$ cat config.mk
export PLATFORM = sky130hd
export DESIGN_NAME = utx_cell_buf
export DESIGN_NICKNAME = d
export VERILOG_FILES = /design/src/rtl/utx_pkg.sv /design/src/rtl/utx_cell_mem.sv /design/src/rtl/utx_wr_ctrl.sv /design/src/rtl/utx_rd_ctrl.sv /design/src/rtl/utx_flow.sv /design/src/rtl/utx_cell_buf.sv
export SDC_FILE = /design/constraint.sdc
export NUM_CORES = 2
export LEC_CHECK = 0
export ABC_AREA = 1
export CAP_MARGIN = 20
export CORE_MARGIN = 2
export CORE_UTILIZATION = 40
export CTS_BUF_LIST = sky130_fd_sc_hd__clkbuf_8
export DETAILED_ROUTE_END_ITERATION = 10
export GPL_ROUTABILITY_DRIVEN = 0
export PLACE_DENSITY = 0.56
export SYNTH_ARGS = -nofsm -noshare
export SYNTH_HDL_FRONTEND = slang
export SYNTH_HIERARCHICAL = 1
export SYNTH_SLANG_ARGS = --single-unit
$ cat constraint.sdc
create_clock -name clk_i -period 6.9 [get_ports clk_i]
set_clock_uncertainty 0.15 [all_clocks]
set_input_delay 1.035 -clock clk_i [delete_from_list [all_inputs] [get_ports clk_i]]
set_output_delay 1.035 -clock clk_i [all_outputs]
set_load 0.01 [all_outputs]
$ cat src/rtl/utx_pkg.sv
package utx_pkg;
  localparam int CELL_BYTES = 53;
  localparam int OCTET_MIN  = 4;
  localparam logic [4:0] NULL_ADDR = 5'd31;
endpackage

$ cat src/rtl/utx_cell_mem.sv
module utx_cell_mem #(
  parameter int DEPTH  = 212,
  parameter int DATA_W = 8,
  parameter int AW     = 8
) (
  input  logic              clk_i,
  input  logic              we_i,
  input  logic [AW-1:0]     waddr_i,
  input  logic [DATA_W-1:0] wdata_i,
  input  logic [AW-1:0]     raddr_i,
  output logic [DATA_W-1:0] rdata_o
);
  logic [DATA_W-1:0] mem_q [DEPTH];

  always_ff @(posedge clk_i) begin
    if (we_i) mem_q[waddr_i] <= wdata_i;
  end

  assign rdata_o = mem_q[raddr_i];
endmodule

$ cat src/rtl/utx_wr_ctrl.sv
module utx_wr_ctrl #(
  parameter int NUM_CELLS = 4,
  parameter int CELL_LEN  = 53,
  parameter int RUNT_W    = 8,
  localparam int SLOT_W   = $clog2(NUM_CELLS),
  localparam int BYTE_W   = $clog2(CELL_LEN),
  localparam int AW       = $clog2(NUM_CELLS * CELL_LEN)
) (
  input  logic              clk_i,
  input  logic              rst_ni,
  input  logic              wr_i,
  input  logic              soc_i,
  input  logic              full_i,
  output logic              mem_we_o,
  output logic [AW-1:0]     mem_addr_o,
  output logic              commit_o,
  output logic [BYTE_W-1:0] wr_cnt_o,
  output logic [RUNT_W-1:0] runt_cnt_o,
  output logic              ovf_o
);
  logic [SLOT_W-1:0] wr_slot_q;
  logic [BYTE_W-1:0] wr_cnt_q, byte_idx;
  logic [RUNT_W-1:0] runt_q;
  logic              ovf_q, in_cell, accept, runt_hit;

  assign in_cell  = (wr_cnt_q != '0);
  assign accept   = wr_i && !full_i && (soc_i || in_cell);
  assign runt_hit = accept && soc_i && in_cell;
  assign byte_idx = soc_i ? '0 : wr_cnt_q;
  assign commit_o = accept && (byte_idx == BYTE_W'(CELL_LEN - 1));
  assign mem_we_o = accept;

  always_comb begin
    mem_addr_o = AW'(wr_slot_q) * AW'(CELL_LEN) + AW'(byte_idx);
  end

  always_ff @(posedge clk_i or negedge rst_ni) begin
    if (!rst_ni) begin
      wr_slot_q <= '0;
      wr_cnt_q  <= '0;
      runt_q    <= '0;
      ovf_q     <= 1'b0;
    end else begin
      if (accept) begin
        if (commit_o) begin
          wr_cnt_q  <= '0;
          wr_slot_q <= (wr_slot_q == SLOT_W'(NUM_CELLS - 1)) ? '0 : wr_slot_q + 1'b1;
        end else begin
          wr_cnt_q <= byte_idx + 1'b1;
        end
      end
      if (runt_hit) runt_q <= runt_q + 1'b1;
      if (wr_i && full_i) ovf_q <= 1'b1;
    end
  end

  assign wr_cnt_o   = wr_cnt_q;
  assign runt_cnt_o = runt_q;
  assign ovf_o      = ovf_q;

  AST_FULL_IGNORED: assert property (@(posedge clk_i) disable iff (!rst_ni)
    (wr_i && full_i) |=> ($stable(wr_cnt_q) && $stable(wr_slot_q)));
  AST_RUNT_RESTART: assert property (@(posedge clk_i) disable iff (!rst_ni)
    (wr_i && !full_i && soc_i && wr_cnt_q != '0) |=> (wr_cnt_q == BYTE_W'(1)));
  AST_STRAY_DROP: assert property (@(posedge clk_i) disable iff (!rst_ni)
    (wr_i && !soc_i && wr_cnt_q == '0) |=> (wr_cnt_q == '0));
  AST_OVF_STICKY: assert property (@(posedge clk_i) disable iff (!rst_ni)
    ovf_q |=> ovf_q);
endmodule

$ cat src/rtl/utx_rd_ctrl.sv
module utx_rd_ctrl #(
  parameter int NUM_CELLS = 4,
  parameter int CELL_LEN  = 53,
  localparam int SLOT_W   = $clog2(NUM_CELLS),
  localparam int BYTE_W   = $clog2(CELL_LEN),
  localparam int AW       = $clog2(NUM_CELLS * CELL_LEN)
) (
  input  logic          clk_i,
  input  logic          rst_ni,
  input  logic          avail_i,
  input  logic          ready_i,
  output logic          valid_o,
  output logic          first_o,
  output logic          last_o,
  output logic [AW-1:0] mem_addr_o,
  output logic          release_o
);
  logic [SLOT_W-1:0] rd_slot_q;
  logic [BYTE_W-1:0] rd_cnt_q;
  logic              fire;

  assign valid_o   = avail_i;
  assign first_o   = (rd_cnt_q == '0);
  assign last_o    = (rd_cnt_q == BYTE_W'(CELL_LEN - 1));
  assign fire      = valid_o && ready_i;
  assign release_o = fire && last_o;

  always_comb begin
    mem_addr_o = AW'(rd_slot_q) * AW'(CELL_LEN) + AW'(rd_cnt_q);
  end

  always_ff @(posedge clk_i or negedge rst_ni) begin
    if (!rst_ni) begin
      rd_slot_q <= '0;
      rd_cnt_q  <= '0;
    end else if (fire) begin
      if (last_o) begin
        rd_cnt_q  <= '0;
        rd_slot_q <= (rd_slot_q == SLOT_W'(NUM_CELLS - 1)) ? '0 : rd_slot_q + 1'b1;
      end else begin
        rd_cnt_q <= rd_cnt_q + 1'b1;
      end
    end
  end

  AST_CELL_BOUNDARY: assert property (@(posedge clk_i) disable iff (!rst_ni)
    release_o |=> (!valid_o || first_o));
  AST_HOLD_STALL: assert property (@(posedge clk_i) disable iff (!rst_ni)
    (valid_o && !ready_i) |=> $stable(mem_addr_o));
endmodule

$ cat src/rtl/utx_flow.sv
module utx_flow #(
  parameter int NUM_CELLS = 4,
  parameter int CELL_LEN  = 53,
  parameter int OCTET_MIN = 4,
  localparam int CNT_W    = $clog2(NUM_CELLS + 1) + 1,
  localparam int BYTE_W   = $clog2(CELL_LEN),
  localparam int FREE_W   = $clog2(NUM_CELLS * CELL_LEN + 1)
) (
  input  logic              clk_i,
  input  logic              rst_ni,
  input  logic              cell_mode_i,
  input  logic [CNT_W-2:0]  cnt_i,
  input  logic [BYTE_W-1:0] wr_cnt_i,
  output logic              room_o
);
  logic [FREE_W-1:0] free_bytes;
  logic [CNT_W-1:0]  slots_used;

  always_comb begin
    free_bytes = (FREE_W'(NUM_CELLS) - FREE_W'(cnt_i)) * FREE_W'(CELL_LEN) - FREE_W'(wr_cnt_i);
    slots_used = CNT_W'(cnt_i) + CNT_W'(wr_cnt_i != '0);
    room_o     = cell_mode_i ? (slots_used < CNT_W'(NUM_CELLS))
                             : (free_bytes >= FREE_W'(OCTET_MIN));
  end

  AST_CELL_ROOM: assert property (@(posedge clk_i) disable iff (!rst_ni)
    (cell_mode_i && room_o) |-> (free_bytes >= FREE_W'(CELL_LEN) + FREE_W'(wr_cnt_i != '0) * FREE_W'(CELL_LEN) - FREE_W'(wr_cnt_i)));
  AST_OCTET_ROOM: assert property (@(posedge clk_i) disable iff (!rst_ni)
    (!cell_mode_i && !room_o) |-> (cnt_i != '0 || wr_cnt_i != '0));
endmodule

$ cat src/rtl/utx_cell_buf.sv
module utx_cell_buf #(
  parameter int NUM_CELLS = 4,
  parameter int CELL_LEN  = utx_pkg::CELL_BYTES,
  parameter int DATA_W    = 8,
  parameter int ADDR_W    = 5,
  parameter int RUNT_W    = 8
) (
  input  logic              clk_i,
  input  logic              rst_ni,
  input  logic              mode_init_i,
  input  logic              cfg_we_i,
  input  logic              cfg_cell_mode_i,
  input  logic              multi_phy_en_i,
  input  logic [ADDR_W-1:0] phy_addr_i,
  input  logic [ADDR_W-1:0] tx_addr_i,
  input  logic              tx_enb_ni,
  input  logic              tx_soc_i,
  input  logic [DATA_W-1:0] tx_data_i,
  output logic              tx_clav_o,
  output logic              out_valid_o,
  input  logic              out_ready_i,
  output logic [DATA_W-1:0] out_data_o,
  output logic              out_first_o,
  output logic              out_last_o,
  output logic [RUNT_W-1:0] runt_cnt_o,
  output logic              ovf_o
);
  localparam int DEPTH  = NUM_CELLS * CELL_LEN;
  localparam int AW     = $clog2(DEPTH);
  localparam int BYTE_W = $clog2(CELL_LEN);
  localparam int CNT_W  = $clog2(NUM_CELLS + 1);
  localparam logic [ADDR_W-1:0] NULL_A = ADDR_W'(utx_pkg::NULL_ADDR);

  logic              sel_q, sel, cfg_set_q, mode_q, cell_mode;
  logic              addr_hit, wr, full, commit, release_c, room;
  logic [CNT_W-1:0]  cnt_q;
  logic [BYTE_W-1:0] wr_cnt;
  logic              mem_we;
  logic [AW-1:0]     waddr, raddr;

  assign addr_hit  = (tx_addr_i == phy_addr_i) && (tx_addr_i != NULL_A);
  assign sel       = multi_phy_en_i ? sel_q : 1'b1;
  assign wr        = !tx_enb_ni && sel;
  assign full      = (cnt_q == CNT_W'(NUM_CELLS));
  assign cell_mode = multi_phy_en_i || (cfg_set_q ? mode_q : mode_init_i);
  assign tx_clav_o = room && (!multi_phy_en_i || addr_hit);

  always_ff @(posedge clk_i or negedge rst_ni) begin
    if (!rst_ni) begin
      sel_q     <= 1'b0;
      cfg_set_q <= 1'b0;
      mode_q    <= 1'b0;
      cnt_q     <= '0;
    end else begin
      if (multi_phy_en_i && tx_enb_ni) sel_q <= addr_hit;
      if (cfg_we_i) begin
        cfg_set_q <= 1'b1;
        mode_q    <= cfg_cell_mode_i;
      end
      case ({commit, release_c})
        2'b10:   cnt_q <= cnt_q + 1'b1;
        2'b01:   cnt_q <= cnt_q - 1'b1;
        default: cnt_q <= cnt_q;
      endcase
    end
  end

  utx_wr_ctrl #(.NUM_CELLS(NUM_CELLS), .CELL_LEN(CELL_LEN), .RUNT_W(RUNT_W)) u_wr (
    .clk_i, .rst_ni,
    .wr_i(wr), .soc_i(tx_soc_i), .full_i(full),
    .mem_we_o(mem_we), .mem_addr_o(waddr), .commit_o(commit),
    .wr_cnt_o(wr_cnt), .runt_cnt_o(runt_cnt_o), .ovf_o(ovf_o)
  );

  utx_rd_ctrl #(.NUM_CELLS(NUM_CELLS), .CELL_LEN(CELL_LEN)) u_rd (
    .clk_i, .rst_ni,
    .avail_i(cnt_q != '0), .ready_i(out_ready_i),
    .valid_o(out_valid_o), .first_o(out_first_o), .last_o(out_last_o),
    .mem_addr_o(raddr), .release_o(release_c)
  );

  utx_cell_mem #(.DEPTH(DEPTH), .DATA_W(DATA_W), .AW(AW)) u_mem (
    .clk_i,
    .we_i(mem_we), .waddr_i(waddr), .wdata_i(tx_data_i),
    .raddr_i(raddr), .rdata_o(out_data_o)
  );

  utx_flow #(.NUM_CELLS(NUM_CELLS), .CELL_LEN(CELL_LEN), .OCTET_MIN(utx_pkg::OCTET_MIN)) u_flow (
    .clk_i, .rst_ni,
    .cell_mode_i(cell_mode), .cnt_i(cnt_q), .wr_cnt_i(wr_cnt), .room_o(room)
  );

  AST_NO_OVERFLOW: assert property (@(posedge clk_i) disable iff (!rst_ni)
    full |-> (wr_cnt == '0));
  AST_CNT_BOUND: assert property (@(posedge clk_i) disable iff (!rst_ni)
    cnt_q <= CNT_W'(NUM_CELLS));
  AST_VISIBLE_LATE: assert property (@(posedge clk_i) disable iff (!rst_ni)
    $rose(out_valid_o) |-> $past(commit));
  AST_NULL_DESEL: assert property (@(posedge clk_i) disable iff (!rst_ni)
    (multi_phy_en_i && tx_enb_ni && tx_addr_i == NULL_A) |=> !sel_q);
  AST_CLAV_FOREIGN: assert property (@(posedge clk_i) disable iff (!rst_ni)
    (multi_phy_en_i && tx_addr_i != phy_addr_i) |-> !tx_clav_o);
endmodule

==> qor.yml <==
outcome:
  status: "completed"
timing:
  worst_pin_slew_ns: 1.18
  relSlewSlack_pct: 21.3
  hold_violations: 0
  setup_viol: 0
  period_minus_slack_ns: 6.63
  whs_ns: 0.264
  fin_crit_sh_pct: 96.1
  rsz0062_at_grt: "false"
  slew_violations: 0
  setup_tns_ns: 0
  max_freq_ghz: 0.151
  setup_ws_ns: 0.270
critical_path:
  critPathMaxStageDelay_ns: 0.86
  critPathRequiredTime_ns: 5.71
  crit_chain: "ha_1 -> ha_4 -> fa_4 -> buf_4 -> buf_12 -> nand3_1 -> nand2_1 -> nand2_1 -> nand3_1 -> nand3_1 -> nand2_1 -> nand2_1 -> nand2_1 -> nand2_1 -> nand2_1 -> clkdlybuf4s50_1"
  startpoint_type: "flop"
  crit_path_frequent_cell: "nand2_1"
  path_class: "flop to primary output"
  crit_path_end_kind: "primary output"
  crit_arrival_ns: 5.45
  slowest_stage: "fa_4"
  worstPathMaxFanout: 64
floorplan:
  io_pins: 48
  start_util_pct: 40.1
  die_area_um2: 184000
  fp.dieW_um: 429
  core_um2: 180000
  row_count: 156
  die_y_um: 429
cts:
  cts_buffer_depth: 4
  numCtsBuffers: 301
  cts_root_buf: "clkbuf_8"
  clkLatencyLatePin_ns: 1.02
  cts_tree: "yes"
  path_clk_slew_ns: 0.06
  cts_sinks: 1727
  cts_htree_levels: 5
  cts_hold_buf: 0
yosys:
  ys_async_sr_fraction_pct: 1.80
  yosysSeqAreaShare_pct: 71.5
  netlist_instances: 6293
  ys_warn_count: 6
  avgSynthCellArea_um2: 11.5
  synth.distinct_cells: 43
  syn_nets: 6376
  ys.flop_type: "edfxtp_1"
  synth-edff-count: 1696
  synth_area_um2: 72300
  yosys_register_bits: 1727
pwr:
  vdd_drop_max_mv: 0.806
  p_clk_share_pct: 21.1
  swShare_pct: 45.8
  power_frac_comb_pct: 49.1
  power_density_nw_per_um2: 487
  p_sw_w: 0.0179
  p_leak_nw: 28.6
  internal-power_w: 0.0212
  p_seq_share_pct: 29.8
detailed_routing:
  routed_wl_mm: 201
  wl_per_cell_um: 22.6
  ant_nets: 0
  drt_iter0_drc: 4604
  drcViolationCount: 0
  avgViaCountPerCell: 5.39
  drt-pass1-iter-count: 6
  via_count: 47925
global_route:
  grt_pass1_wl_mm: 299
  grt_max_degree: 153
  use_met1_pct: 29.9
  gr-usage-met3_pct: 4.01
  top_usage_layer: "met2"
  grt_use_met2_pct: 33.5
  antenna_found_initial: 7
  grt_pass1_vias: 46308
  track_usage_pct: 21.5
  gr-total-overflow: 0
placed_design:
  place_hpwl_mm: 111
  place_ws_ns: 1.10
  io_buffers: 47
layout:
  final_cell_mix: "1893 x nand2_1, 1696 x edfxtp_1, 1467 x nand3_1"
  final_common_cell: "nand2_1"
  finalNetCount: 6400
  syn_to_final_growth_pct: 10.7
  drive_above_1_share_pct: 7.40
min_path:
  holdCritPathClass: "input port to async pin"
job:
  drv_cap: 0
-- what timing repair did --
item	CTS	global route
endpoints found under the setup margin	4	2
buffers inserted	0	3
resized for setup	1	2
pin swaps	1	1
gates cloned	0	0
-- power by group through the flow --
| stage | clock (W) | combinational [W] | sequential, W |
|---|---|---|---|
| 3_3_place_gp | 0 | 0.0190 | 0.0119 |
| 3_5_place_dp | 0 | 0.0190 | 0.0119 |
| 2_1_floorplan | 0 | 0.0120 | 0.0118 |
| 5_1_grt | 0.00887 | 0.0208 | 0.0116 |
| 6_report | 0.00823 | 0.0191 | 0.0116 |
| 4_1_cts | 0.00841 | 0.0190 | 0.0116 |
-- synth_stat cells (10+ instances only) --
library cell	number	area, um2
o211ai_1	29	218
buf_2	189	946
fa_1	11	220
dfrtp_1	31	776
clkbuf_1	114	428
nor2_1	383	1440
nand2_1	1909	7170
edfxtp_1	1696	50900
nand3_1	1467	7340
buf_1	49	184
o221ai_1	11	96.3
buf_6	10	113
o21ai_0	85	425
a21oi_1	31	155
ha_1	45	563
xor2_1	14	123
inv_1	110	413
buf_4	41	308
-- worst max-delay path, delay by kind of cell (launching register included) --
family / cells / cell delay [ns]
fa+ha+maj: 3 / 1.41
flops: 1 / 0.45
simple gates: 10 / 1.30
buf+inv: 3 / 1.17
-- final cells by class --
class                   count  area [um2]
fillers                 16591      100000
repair buffers            124        1520
well taps                2370        2970
clock inverters           194         840
flip-flops and latches   1727       51700
multi-input cells        4042       18300
inverters                 121         498
diodes                      1        2.50
clock buffers             309        4250
-- sequential cells by signal, summed over array words and instances (netlist names) --
name             flops
mode_q               1
sel_q                1
u_mem/mem_q       1696
u_wr/wr_cnt_o        6
u_wr/runt_cnt_o      8
u_rd/rd_cnt_q        6
u_rd/rd_slot_q       2
u_wr/wr_slot_q       2
u_wr/ovf_o           1
cfg_set_q            1
cnt_q                3
-- through the flow --
stage,util (%),instances,total power (W),instance area (um2)
after floorplan,-,6293,0.0238,72300
after global placement,41.6,8380,0.0308,74900
after detailed placement,41.6,8381,0.0308,74900
after CTS,44.4,8884,0.0391,80000
after global routing,44.4,8888,0.0413,80100
final,44.4,8888,0.0390,80100
-- layer usage --
metal | vias up | part of all wire, %
li1 | 22138 | -
met1 | 23628 | 43
met2 | 1797 | 46
met3 | 362 | 7.4
met4 | 0 | 3.5
met5 | - | 0
-- path summary, 6_finish.rpt --
kind	start	endpoint	slack (ns)	cells past startpoint
hold reg to reg	u_wr/ovf_o	u_wr/ovf_o	0.32	1
hold / removal	rst_ni	mode_q	0.26	2
max in group asynchronous	rst_ni	u_wr/runt_cnt_o[0]	6.02	2
setup reg to reg	u_wr/wr_cnt_o[3]	u_mem/mem_q[124][1]	2.13	15
min in group clk_i	u_wr/ovf_o	u_wr/ovf_o	0.32	1
setup / recovery	u_rd/rd_slot_q[1]	out_data_o[3]	0.27	16
-- logic make-up (layout without fill, tap and decap cells) --
logic type	Yosys count	count (layout)	synth area share, %
fa+ha+maj	56	56	1.08
flops	1727	1727	71.5
other cells	0	1	0
mux	2	2	0.0311
buf+inv	524	748	3.37
compound gates	169	169	1.35
xor+xnor	21	21	0.254
simple gates	3794	3794	22.4
Power figures use the tool's default switching activity.
